==> src/rtl/mdio_pkg.sv <==
package mdio_pkg;
  localparam int FRAME_W    = 32;
  localparam int PRE_LEN    = 32;
  localparam int SPD_LSB    = 1;
  localparam int NOPRE_BIT  = 7;
  localparam int HOLD_LSB   = 8;
  localparam int EVT_BIT    = 23;
  localparam int OP_LO      = 28;
  localparam int TA_FIDX    = 14;   // first frame bit released on a read
  localparam int DATA_FIDX  = 16;   // first frame bit sampled on a read

  typedef enum logic [1:0] {
    OP_WRITE = 2'b01,
    OP_READ  = 2'b10
  } mgmt_op_e;
endpackage

==> src/rtl/mdio_mdc_gen.sv <==
module mdio_mdc_gen #(
  parameter int SPD_W = 6
) (
  input  logic             clk,
  input  logic             rst_n,
  input  logic             run,
  input  logic             restart,
  input  logic [SPD_W-1:0] speed,
  output logic             mdc,
  output logic             rise,
  output logic             fall
);
  logic [SPD_W-1:0] cnt;
  logic             wrap;

  assign wrap = run && !restart && (cnt == speed);
  assign rise = wrap && !mdc;
  assign fall = wrap && mdc;

  always_ff @(posedge clk or negedge rst_n) begin
    if (!rst_n) begin
      cnt <= '0;
      mdc <= 1'b0;
    end else if (!run || restart) begin
      cnt <= '0;
      mdc <= 1'b0;
    end else if (wrap) begin
      cnt <= '0;
      mdc <= ~mdc;
    end else begin
      cnt <= cnt + 1'b1;
    end
  end
endmodule

==> src/rtl/mdio_shift_engine.sv <==
module mdio_shift_engine
  import mdio_pkg::*;
#(
  parameter int HOLD_W = 3,
  parameter int PRE_W  = PRE_LEN
) (
  input  logic               clk,
  input  logic               rst_n,
  input  logic               launch,
  input  logic               no_pre,
  input  logic [HOLD_W-1:0]  hold,
  input  logic               is_read,
  input  logic [FRAME_W-1:0] frame_in,
  input  logic               rise,
  input  logic               fall,
  input  logic               mdio_i,
  output logic               mdio_o,
  output logic               mdio_oe,
  output logic               done,
  output logic               sample_en,
  output logic               sample_bit
);
  localparam int SH_W  = PRE_W + FRAME_W;
  localparam int CNT_W = $clog2(SH_W + 1);

  logic [SH_W-1:0]   sh;
  logic [CNT_W-1:0]  total;
  logic [CNT_W-1:0]  nbits;
  logic [HOLD_W-1:0] hc;
  logic              pend;
  logic              rd_q;
  logic              active;
  int                drv_f;
  int                cur_f;

  // frame-relative index of the next bit to drive and of the bit on the wire
  assign drv_f = int'(nbits) + FRAME_W - int'(total);
  assign cur_f = drv_f - 1;

  assign done       = active && fall && (nbits == total);
  assign sample_en  = active && rise && rd_q && (cur_f >= DATA_FIDX);
  assign sample_bit = mdio_i;

  always_ff @(posedge clk or negedge rst_n) begin
    if (!rst_n) begin
      sh      <= '0;
      total   <= '0;
      nbits   <= '0;
      hc      <= '0;
      pend    <= 1'b0;
      rd_q    <= 1'b0;
      active  <= 1'b0;
      mdio_o  <= 1'b0;
      mdio_oe <= 1'b0;
    end else if (launch) begin
      sh     <= no_pre ? {frame_in, {PRE_W{1'b0}}} : {{PRE_W{1'b1}}, frame_in};
      total  <= no_pre ? CNT_W'(FRAME_W) : CNT_W'(SH_W);
      nbits  <= '0;
      hc     <= hold;
      pend   <= 1'b1;
      rd_q   <= is_read;
      active <= 1'b1;
    end else if (active) begin
      if (pend) begin
        if (hc == '0) begin
          mdio_o  <= sh[SH_W-1];
          mdio_oe <= !(rd_q && (drv_f >= TA_FIDX));
          sh      <= {sh[SH_W-2:0], 1'b0};
          nbits   <= nbits + 1'b1;
          pend    <= 1'b0;
        end else begin
          hc <= hc - 1'b1;
        end
      end
      if (fall) begin
        if (nbits == total) begin
          active  <= 1'b0;
          pend    <= 1'b0;
          mdio_o  <= 1'b0;
          mdio_oe <= 1'b0;
        end else begin
          pend <= 1'b1;
          hc   <= hold;
        end
      end
    end
  end

  // a read sample is never taken while the engine drives the line
  assert_sample_released_R6: assert property (@(posedge clk) disable iff (!rst_n)
    sample_en |-> !mdio_oe);

  // never more bits driven than the frame holds
  assert_bit_count_R5: assert property (@(posedge clk) disable iff (!rst_n)
    active |-> (nbits <= total));
endmodule

==> src/rtl/mdio_frame_engine.sv <==
module mdio_frame_engine
  import mdio_pkg::*;
#(
  parameter int SPD_W  = 6,
  parameter int HOLD_W = 3
) (
  input  logic        clk,
  input  logic        rst_n,
  input  logic        frame_wr,
  input  logic [31:0] frame_wdata,
  output logic [31:0] frame_rdata,
  input  logic        speed_wr,
  input  logic [31:0] speed_wdata,
  input  logic        evt_wr,
  input  logic [31:0] evt_wdata,
  output logic        evt_mii,
  output logic        busy,
  output logic        mdc,
  output logic        mdio_o,
  output logic        mdio_oe,
  input  logic        mdio_i
);
  logic [FRAME_W-1:0] img;
  logic [SPD_W-1:0]   speed_q;
  logic [HOLD_W-1:0]  hold_q;
  logic               nopre_q;
  logic               launch;
  logic               is_read;
  logic               rise;
  logic               fall;
  logic               done;
  logic               sample_en;
  logic               sample_bit;
  logic               unused_bits;

  assign launch      = frame_wr && !busy;
  assign is_read     = (frame_wdata[OP_LO+1:OP_LO] == OP_READ);
  assign frame_rdata = img;
  assign unused_bits = ^{speed_wdata[31:HOLD_LSB+HOLD_W], speed_wdata[0],
                         evt_wdata[31:EVT_BIT+1], evt_wdata[EVT_BIT-1:0]};

  always_ff @(posedge clk or negedge rst_n) begin
    if (!rst_n) begin
      speed_q <= '0;
      hold_q  <= '0;
      nopre_q <= 1'b0;
    end else if (speed_wr) begin
      speed_q <= speed_wdata[SPD_LSB +: SPD_W];
      hold_q  <= speed_wdata[HOLD_LSB +: HOLD_W];
      nopre_q <= speed_wdata[NOPRE_BIT];
    end
  end

  always_ff @(posedge clk or negedge rst_n) begin
    if (!rst_n) begin
      img     <= '0;
      busy    <= 1'b0;
      evt_mii <= 1'b0;
    end else begin
      if (launch) begin
        img  <= frame_wdata;
        busy <= 1'b1;
      end else begin
        if (sample_en) img[15:0] <= {img[14:0], sample_bit};
        if (done)      busy <= 1'b0;
      end
      if (done)                            evt_mii <= 1'b1;
      else if (evt_wr && evt_wdata[EVT_BIT]) evt_mii <= 1'b0;
    end
  end

  mdio_mdc_gen #(.SPD_W(SPD_W)) u_clk (
    .clk     (clk),
    .rst_n   (rst_n),
    .run     (busy),
    .restart (launch),
    .speed   (speed_q),
    .mdc     (mdc),
    .rise    (rise),
    .fall    (fall)
  );

  mdio_shift_engine #(.HOLD_W(HOLD_W)) u_shift (
    .clk        (clk),
    .rst_n      (rst_n),
    .launch     (launch),
    .no_pre     (nopre_q),
    .hold       (hold_q),
    .is_read    (is_read),
    .frame_in   (frame_wdata),
    .rise       (rise),
    .fall       (fall),
    .mdio_i     (mdio_i),
    .mdio_o     (mdio_o),
    .mdio_oe    (mdio_oe),
    .done       (done),
    .sample_en  (sample_en),
    .sample_bit (sample_bit)
  );

  assert_idle_pads_R11: assert property (@(posedge clk) disable iff (!rst_n)
    !busy |-> (!mdc && !mdio_oe));

  assert_busy_write_ignored_R10: assert property (@(posedge clk) disable iff (!rst_n)
    busy |=> $stable(img[31:16]));

  assert_event_on_done_R9: assert property (@(posedge clk) disable iff (!rst_n)
    $rose(evt_mii) |-> $past(done));

  assert_done_while_busy_R2: assert property (@(posedge clk) disable iff (!rst_n)
    done |-> busy);
endmodule

==> config.mk <==
export PLATFORM = sky130hd
export DESIGN_NAME = mdio_frame_engine
export DESIGN_NICKNAME = d
export VERILOG_FILES = /design/src/rtl/mdio_pkg.sv /design/src/rtl/mdio_mdc_gen.sv /design/src/rtl/mdio_shift_engine.sv /design/src/rtl/mdio_frame_engine.sv
export SDC_FILE = /design/constraint.sdc
export NUM_CORES = 1
export LEC_CHECK = 0
export ABC_AREA = 1
export BUFFER_PORTS_ARGS = -buffer_cell sky130_fd_sc_hd__buf_2
export CORE_MARGIN = 2
export CORE_UTILIZATION = 49
export CTS_CLUSTER_DIAMETER = 120
export CTS_CLUSTER_SIZE = 14
export DETAILED_ROUTE_END_ITERATION = 8
export MAX_ROUTING_LAYER = met4
export PLACE_DENSITY = 0.76
export SLEW_MARGIN = 10
export SYNTH_ARGS = -nofsm -noshare
export SYNTH_HDL_FRONTEND = slang
export SYNTH_SLANG_ARGS = --single-unit
==> constraint.sdc <==
create_clock -name clk -period 2.2 [get_ports clk]
set_input_delay 0 -clock clk [delete_from_list [all_inputs] [get_ports clk]]
set_output_delay 0 -clock clk [all_outputs]
set_load 0.02 [all_outputs]
== Word level (Yosys, flattened, before mapping) ==
Cells that the tools add are included.

* Bits in latches: 0
* Output and inout port bits: 37
* ROM bits: 0
* Register bits: 137
* Bits in writable memories: 0
* Memories kept: 0

* Reduce and logical (&&, ||, !) cells: 27
* $lt $le $gt $ge: 2
* Equality and inequality tests: 3
* Bitwise logic cells: 2
* Add/sub/neg operators: 6
* $mul: 0
* Div/mod/pow operators: 0
* Muxes and demuxes: 43
* Shifts and indexed selects: 0

{| class="wikitable"
|+ Operators by type and width
! cell !! count
|-
| two-way mux 64 bit || 5
|-
| two-way mux 7 bit || 5
|-
| greater-or-equal comparator 32 x 5 -> 1 bit, second input constant || 1
|-
| greater-or-equal comparator 32 x 6 -> 1 bit, second input constant || 1
|-
| two-way mux 16 bit || 2
|-
| subtractor 32 x 2 -> 32 bit, second input constant || 1
|-
| subtractor 32 x 8 -> 32 bit || 1
|-
| two-way mux 1 bit || 23
|-
| two-way mux 3 bit || 6
|-
| nonzero test 2 bit || 7
|-
| logical AND 1 bit || 12
|-
| two-way mux 6 bit || 2
|-
| adder 7 x 6 -> 8 bit, second input constant || 1
|-
| adder 7 x 1 -> 7 bit, second input constant || 1
|-
| equality test 7 bit || 1
|-
| adder 6 x 1 -> 6 bit, second input constant || 1
|-
| equality test 6 bit || 1
|-
| logical NOT 1 bit || 4
|-
| logical NOT 3 bit || 1
|-
| AND reduction 3 bit || 1
|-
| subtractor 3 x 1 -> 3 bit, second input constant || 1
|-
| equality test 2 bit, second input constant || 1
|-
| NOT 1 bit || 2
|-
| AND reduction 2 bit || 1
|-
| logical OR 1 bit || 1
|}

== Depth between registers and ports, before layout ==
Gate-level depths: netlist of run 1.

* Depth after elaboration: 11
* Gate-level depth with buffers: 18
* Mapped depth without buffers: 17

== By module ==
From an unflattened synthesis of run 1, not the netlist that was laid out.

* Cells, all modules: 901
* Area total of the unflattened synthesis: 7090.6 um2

{| class="wikitable"
|+ By module, submodules not included
! module !! sequential area each (um2) !! cells an instance !! instances !! area an instance (um2)
|-
| mdio_shift_engine || 2026.9 || 578 || 1 || 4583.1
|-
| mdio_frame_engine || 1101.1 || 256 || 1 || 2040.7
|-
| mdio_mdc_gen || 175.2 || 67 || 1 || 466.7
|}

== Least setup slack after synthesis of run 1 ==
OpenSTA, ideal clock, no wires.

* Path kind: flip-flop to flip-flop
* Start: reg u_shift.nbits[5]
* End: reg img[10], in the netlist frame_rdata[10]
* Setup slack: -0.131 ns
* Period minus slack after synthesis: 2.331 ns
* Path buffers: 1
* Cell stages (with the launch flop): 18
* Arrival: 2.214 ns
* Library setup time: 0.117 ns
* Cell sequence: dfrtp_1 ha_1 fa_1 inv_1 ha_1 inv_1 nor2_1 nand2_1 nor2_1 nand3_1 nor2_1 nor2_1 nand2_2 nand2_4 nand2_4 buf_6 nand2_1 nand2_1

* Cells in the longest elaborated chain, start to end: 6

{| class="wikitable"
|+ Ends and longest elaborated chain
! what !! RTL line !! text
|-
| start: declaration || mdio_shift_engine.sv:28 || <nowiki>logic [CNT_W-1:0] nbits;</nowiki>
|-
| start signal: assignment || mdio_shift_engine.sv:69 || <nowiki>nbits <= nbits + 1'b1;</nowiki>
|-
| adder 7 x 6 -> 8 bit || mdio_shift_engine.sv:37 || <nowiki>assign drv_f = int'(nbits) + FRAME_W - int'(total);</nowiki>
|-
| subtractor 32 x 8 -> 32 bit || mdio_shift_engine.sv:37 ||
|-
| subtractor 32 x 2 -> 32 bit || mdio_shift_engine.sv:38 || <nowiki>assign cur_f = drv_f - 1;</nowiki>
|-
| greater-or-equal comparator 32 x 6 -> 1 bit || mdio_shift_engine.sv:41 || <nowiki>assign sample_en = active && rise && rd_q && (cur_f >= DATA_FIDX);</nowiki>
|-
| logical AND 1 bit || mdio_shift_engine.sv:41 ||
|-
| nonzero test 2 bit (no source line) || -- ||
|-
| end signal: assignment || mdio_frame_engine.sv:61 || <nowiki>img <= frame_wdata;</nowiki>
|-
| end signal: assignment || mdio_frame_engine.sv:64 || <nowiki>if (sample_en) img[15:0] <= {img[14:0], sample_bit};</nowiki>
|-
| end: declaration || mdio_frame_engine.sv:23 || <nowiki>logic [FRAME_W-1:0] img;</nowiki>
|}

Every way passes these cells.
A chain may end at the register's enable or synchronous reset.

== Worst setup path in the final report of run 1 ==
* Start: reg u_shift.nbits[6]
* End: reg img[9], in the netlist frame_rdata[9]

The elaborated chain is that of the path after synthesis.

==> summary.md, run 1 <==
| Metric | Value |
|---|---|
| Post-synth EDFFs | `0` |
| MaxCap Viol Count | `0` |
| Site Rows | `41` |
| Endpoints failing setup | `16` |
| Slew Viols, Final | `0` |
| Pwr Total | `9.88 mW` |
| Area of the mapped netlist | `6430 sq um` |
| Yosys reg bits | `132` |
| CTS Buffer Depth | `2` |
| CP required | `2.50 ns` |
| Die Y | `119 um` |
| Critical path class | `flip-flop to flip-flop` |
| Share of post-route cells with drive strength above 1 | `17.3%` |
| Max-slew headroom | `59.8%` |
| Port bufs | `85` |
| TritonRoute pass-1 iters | `5` |
| Hold Fails Final Rpt | `0` |
| FF-to-FF path depth | `16` |
| Worst-path clk slew | `0.06 ns` |
| Arr. time, crit path | `2.61 ns` |
| Detailed-route via count | `5708` |
| DP HPWL | `9310 um` |
| PwrDens | `1200 nW/um^2` |
| Yosys Warn Count | `0` |
| FF-to-FF Start | `u_shift.nbits[6]` |
| Worst hold stages | `5` |
| Synthesized area per cell | `8.07 sq um` |
| Final min period | `2.31 ns` |
| IO Pins | `139` |
| CTS tree | `done` |
| Most used DFF post-synth | `dfrtp_1` |
| Starting density of the core | `50.6%` |
| Top layer in use | `met4` |
| Num CTS Buffers | `17` |
| Post-DR wirelength/cell | `13.8 um` |
| P_leak | `4.16 nW` |
| Vias per cell | `5.14` |
| Area delta synth->final | `28.2%` |
| Max frequency | `433 MHz` |
| Initial antenna violation count | `0` |
| First-pass GRT wire length | `25300 um` |
| Final wirelength | `15400 um` |
| CORE AREA | `12700 sq um` |
| DRT iter0 DRCs | `465` |
| Worst VDD drop | `0.000677 V` |
| Tcrit/Tclk final | `105%` |
| Routed wl met2 | `7380 um` |
| # nets final | `1042` |
| CP startpoint kind | `flip-flop` |
| RSZ-0062 raised after global routing | `true` |
| Total GRT Usage | `22.9%` |
| DRT antenna net count | `0` |
| Vias in the first global route | `5377` |
| Clk_lat worst skew | `0.42 ns` |
| Endpoint type of the worst setup path | `flip-flop` |
| Crit path capture | `frame_rdata[9]` |
| Clock root cell | `clkbuf_16` |
| Worst setup slack after layout | `-0.108 ns` |
| Worst setup path start | `u_shift.nbits[6]` |
| DP Area | `7070 sq um` |
| CP max FO | `8` |
| Count of unique library cells instantiated by Yosys | `34` |
| Synthesized Nets | `911` |
| Width of the die | `119 um` |
| Global route overflow | `0` |
| Fin Setup TNS | `-1.43 ns` |
| Ys async rst share | `100%` |
| Worst min path class | `input port to flip-flop` |
| Routed wl met3 | `803 um` |
| FF-to-FF End | `frame_rdata[9]` |
| Post-Synthesis Cells | `797` |
| DRC errors left | `0` |
| Cells after DPL | `1029` |
| CTS H-tree depth | `4` |
| Design area | `8250 sq um` |
| Final Skew | `0.00854 ns` |
| Violated checks | `negative setup slack` |
| Die area | `14100 sq um` |
| M1 wire length | `6950 um` |
| Worst Tran Pin Value | `0.603 ns` |
| Largest net degree at the start of global routing | `76` |
| Reg2reg setup slack | `-0.11 ns` |
| Seq/Total Area, Yosys | `51.4%` |
| CTS Sinks | `132` |
| N_diodes | `0` |
| GPL Wtd Cong | `0.807` |
| Post-Layout Cell Count | `1111` |
| Status | `finished, violations left` |
power breakdown:
| group | leakage [nW] | switching [mW] | internal, mW | total [mW] |
|---|---|---|---|---|
| clock network | 0.266 | 1.07 | 1.61 | 2.68 |
| registers | 1.63 | 0.501 | 3.41 | 3.91 |
| logic | 2.27 | 1.91 | 1.37 | 3.28 |
| total | 4.16 | 3.48 | 6.40 | 9.88 |
flip-flops by register name, summed over array words and instances (netlist names), 2 cells and up:
| signal | flops |
|---|---|
| hold_q | 3 |
| frame_rdata | 32 |
| speed_q | 6 |
| u_shift.total | 2 |
| u_shift.sh | 64 |
| u_shift.hc | 3 |
| u_clk.cnt | 6 |
| u_shift.nbits | 7 |
synthesized netlist by cell type (2+ instances only):
master	n	area (sq um)
nand2_1	254	953
dfrtp_1	132	3300
inv_1	108	405
o21ai_0	85	425
nand3_1	31	155
nor2_1	31	116
o22ai_1	31	194
o211ai_1	27	203
buf_2	25	125
clkbuf_1	13	48.8
ha_1	10	125
a21oi_1	7	35.0
nor2_2	4	25.0
o21ai_1	4	20.0
inv_2	3	11.3
nand4_1	3	18.8
nor3_1	3	15.0
xor2_1	3	26.3
a41oi_1	2	17.5
buf_6	2	22.5
fa_1	2	40.0
nand2_4	2	22.5
nor3b_1	2	15.0
o21bai_1	2	15.0
o221ai_1	2	17.5
metrics by stage:
| step | worst slack, ns | util, % | hold WS (ns) |
|---|---|---|---|
| 6_report | -0.108 | 64.8 | 0.00732 |
| 5_1_grt | -0.238 | 64.8 | 0.0403 |
| 4_1_cts | -0.0660 | 63.9 | 0.00143 |
| 3_5_place_dp | -0.0579 | 55.6 | 0.0376 |
| 3_3_place_gp | -0.00777 | 55.6 | 0.0358 |
| 2_1_floorplan | -0.0656 | - | -0.296 |
logic make-up after synthesis:
kind of cell               share of synthesized area (%)
buffers and inverters                               9.71
and+or+nand+nor                                     21.1
muxes                                              0.331
AOI/OAI and AO/OA                                   14.5
adders and majority gates                           2.57
xor gates and xnor gates                           0.409
DFF                                                 51.4
layout make-up:
class | instances | area [sq um]
Clock buffer | 20 | 457
Clock inverter | 10 | 104
Fill cell | 1044 | 4480
Inverter | 111 | 417
Multi-Input combinational cell | 513 | 2580
Sequential cell | 132 | 3300
Tap cell | 172 | 215
Timing Repair Buffer | 153 | 1170
layout by cell type, fill, tap and decap left out, types with 3 or more instances in the layout:
master | synthesis | routed
a21oi_1 | 7 | 7
buf_12 | 0 | 4
buf_2 | 25 | 84
buf_4 | 1 | 13
clkbuf_16 | 0 | 19
clkinv_4 | 0 | 4
clkinvlp_4 | 0 | 3
dfrtp_1 | 132 | 132
dlygate4sd3_1 | 0 | 48
ha_1 | 10 | 7
inv_1 | 108 | 105
inv_2 | 3 | 6
nand2_1 | 254 | 251
nand2_2 | 1 | 3
nand2_4 | 2 | 3
nand3_1 | 31 | 28
nand3_2 | 0 | 3
nand4_1 | 3 | 3
nor2_1 | 31 | 31
nor2_2 | 4 | 4
nor3_1 | 3 | 3
o211ai_1 | 27 | 27
o21ai_0 | 85 | 85
o21ai_1 | 4 | 4
o22ai_1 | 31 | 31
xor2_1 | 3 | 3
how the worst min path moves through the flow:
| stage | slack [ns] | end | from |
|---|---|---|---|
| floorplan | -0.30 | busy | rst_n |
| detailed placement | 0.04 | u_shift.nbits[2] | rst_n |
| finish | 0.007 | frame_rdata[13] | frame_wdata[13] |
| CTS | 0.001 | hold_q[2] | speed_wr |
| global placement | 0.04 | u_shift.nbits[2] | rst_n |
| global route | 0.04 | speed_q[2] | speed_wr |
metal layers:
layer  track usage [%]  up-vias
met5                 -        -
met3              4.97       22
met1              31.0     2702
met2              34.7      169
met4              7.07        0
li1                  -     2815
worst max-delay path, stage by stage, from the launching register on:
cell       delay [ns]
dfrtp_1          0.41
ha_4             0.25
fa_2             0.33
inv_2            0.07
ha_4             0.12
inv_2            0.03
nor2_1           0.10
nand2_1          0.07
nor2_1           0.09
nand3_1          0.07
nor2_1           0.09
nor2_1           0.06
nand2_2          0.07
nand2_4          0.11
clkbuf_16        0.20
nand3_1          0.07
nand2_1          0.05
what timing repair did:
item | in CTS | in global routing
endpoints found under the hold margin | 111 | 0
pin swaps | 7 | 1
resized for setup | 1 | 11
cloned | 0 | 3
setup buffers | 0 | 1
endpoints found under the setup margin | 16 | 17
hold buffers | 48 | 0
Note: power is estimated with default switching activity, not from simulation.
==> inputs of run 2 (changes only) <==
--- a/config.mk
+++ b/config.mk
@@ -14,6 +14,7 @@
 export DETAILED_ROUTE_END_ITERATION = 8
 export MAX_ROUTING_LAYER = met4
 export PLACE_DENSITY = 0.76
+export SKIP_CTS_REPAIR_TIMING = 1
 export SLEW_MARGIN = 10
 export SYNTH_ARGS = -nofsm -noshare
 export SYNTH_HDL_FRONTEND = slang
==> run 2 against run 1 <==
The run ends with negative hold slack, negative setup slack left; first-iteration DRC count down 7.1%; die area is the same; total power fell by 0.37%; cell area fell by 2.6%; final cell count down 1.7%; wire length down 3.6%; clock skew is 0.0012 ns lower; count of clock-buffer cells in the layout unchanged; largest cell class unchanged.
==> summary.md, run 2 (same netlist as run 1, synthesis figures left out) <==
| Metric | Value |
|---|---|
| Worst setup slack after layout | `-0.0780 ns` |
| MaxCap Viol Count | `0` |
| CORE AREA | `12700 sq um` |
| Worst Tran Pin Value | `0.606 ns` |
| Num CTS Buffers | `17` |
| Status | `finished, violations left` |
| DP HPWL | `9310 um` |
| Clock power share | `27.2%` |
| Sequential share of power | `39.8%` |
| CP required | `2.50 ns` |
| Total GRT Usage | `21.6%` |
| Worst min path class | `input port to flip-flop` |
| Max FFs per register | `64` |
| Width of the die | `119 um` |
| Min Hold Slack | `-0.00868 ns` |
| Footprint of the multi-input gates | `2570 sq um` |
| Placement Setup Slack | `-0.0579 ns` |
| Clk_lat worst skew | `0.41 ns` |
| Critical path's slowest cell | `dfrtp_1` |
| Worst-path clk slew | `0.06 ns` |
| Starting density of the core | `50.6%` |
| GPL Wtd Cong | `0.807` |
| Tcrit/Tclk final | `104%` |
| Most common cell after layout, fill and taps aside | `nand2_1` |
| Total area of sequential cells | `3300 sq um` |
| CP startpoint kind | `flip-flop` |
| P_leak | `4.08 nW` |
| Fill cell count | `1078` |
| CP max stage delay | `0.41 ns` |
| Area delta synth->final | `24.9%` |
| Vias per cell | `5.04` |
| Critical path class | `flip-flop to flip-flop` |
| Slew Viols, Final | `0` |
| CTS tree | `done` |
| TritonRoute pass-1 iters | `6` |
| First-pass GRT wire length | `23800 um` |
| Final wirelength | `14800 um` |
| Most flop-heavy register | `u_shift.sh` |
| M1 wire length | `7110 um` |
| Worst VDD drop | `0.000682 V` |
| Port bufs | `85` |
| Endpoint type of the worst setup path | `flip-flop` |
| Max-slew headroom | `59.6%` |
| DRT iter0 DRCs | `432` |
| Detailed-route via count | `5505` |
| Clock root cell | `clkbuf_16` |
| Die area | `14100 sq um` |
| Hold Fails Final Rpt | `3` |
| Crit path cell chain | `ha_2, inv_2, fa_2, inv_2, ha_4, inv_2, nor2_1, nand2_1, nor2_1, nand3_1, nor2_1, nor2_1, nand2_2, nand2_4, buf_12, nand3_1, nand2_1` |
| N_diodes | `0` |
| PwrDens | `1220 nW/um^2` |
| Max frequency | `439 MHz` |
| DRT antenna net count | `0` |
| Net Sw Power | `3.47 mW` |
| Final Skew | `0.00732 ns` |
| IO Pins | `139` |
| Combinational power share | `33.0%` |
| Post-DR wirelength/cell | `13.6 um` |
| Vias in the first global route | `5061` |
| RSZ-0062 raised after global routing | `true` |
| Routed wl met2 | `6920 um` |
| Global route overflow | `0` |
| Most frequent cells in the layout | `nand2_1, dfrtp_1, inv_1` |
| Die Y | `119 um` |
| DRC errors left | `0` |
| Cell internal pwr | `6.37 mW` |
| Initial antenna violation count | `0` |
| Largest net degree at the start of global routing | `76` |
| CTS H-tree depth | `4` |
| Site Rows | `41` |
| CTS Sinks | `132` |
| Sw frac | `35.3%` |
| Share of post-route cells with drive strength above 1 | `17.4%` |
| Top layer in use | `met4` |
| # nets final | `1023` |
| Final min period | `2.28 ns` |
| Violated checks | `negative hold slack, negative setup slack` |
| CP max FO | `8` |
| CTS Buffer Depth | `2` |
| Arr. time, crit path | `2.58 ns` |
| Most used cell, CP | `nor2_1` |
| Final Util | `63.1%` |
| Routed wl met3 | `578 um` |
| Endpoints failing setup | `16` |
run 2: cell type report:
cell class	instances	area share, %
clock buffer	20	5.68
timing repair buffer	135	12.0
multi-input combinational	512	32.0
clock inverter	10	1.29
inverter	111	5.19
sequential	132	41.1
tap	172	2.68
run 2: through the flow:
step | area [sq um] | cells | power, mW | hold slack [ns] | TNS [ns]
after floorplan | 6430 | 797 | 6.19 | -0.296 | -0.655
after global placement | 7070 | 1029 | 6.94 | 0.0358 | -0.0213
after detailed placement | 7070 | 1029 | 7.06 | 0.0376 | -0.727
after CTS | 7630 | 1059 | 9.79 | -0.409 | -1.03
after global routing | 8030 | 1092 | 10.6 | 0.0184 | -3.20
final | 8030 | 1092 | 9.84 | -0.00868 | -0.927
run 2: worst paths after layout:
path                                        from         endpoint  slack (ns)  cells past startpoint
worst max-delay path            u_shift.nbits[5]   frame_rdata[6]       -0.08                     17
worst min-delay path                      mdio_i   frame_rdata[0]      -0.009                      5
worst max register to register  u_shift.nbits[5]   frame_rdata[6]       -0.08                     17
worst min register to register   frame_rdata[25]  frame_rdata[25]        0.47                      2
max in group asynchronous                  rst_n       speed_q[5]        1.36                      3
min in group asynchronous                  rst_n   u_shift.sh[63]        0.15                      2
run 2: critical path: cells and delay by family, from the launching register on:
family                   cells  cell delay (ns)
adder cells (fa/ha/maj)      3             0.67
buffers and inverters        4             0.30
flip-flops                   1             0.41
AND/OR/NAND/NOR             10             0.78
run 2: power groups by stage:
stage	clock network, mW	logic, mW	registers (mW)
after floorplan	0	2.06	4.13
after global placement	0	3.04	3.90
after detailed placement	0	3.13	3.93
after CTS	2.72	3.17	3.91
after global routing	2.83	3.72	4.02
final	2.68	3.25	3.92
run 2: routing by layer:
| metal | global-route usage (%) | up-vias |
|---|---|---|
| li1 | - | 2784 |
| met5 | - | - |
| met2 | 32.0 | 120 |
| met4 | 6.70 | 0 |
| met1 | 29.6 | 2584 |
| met3 | 5.02 | 17 |
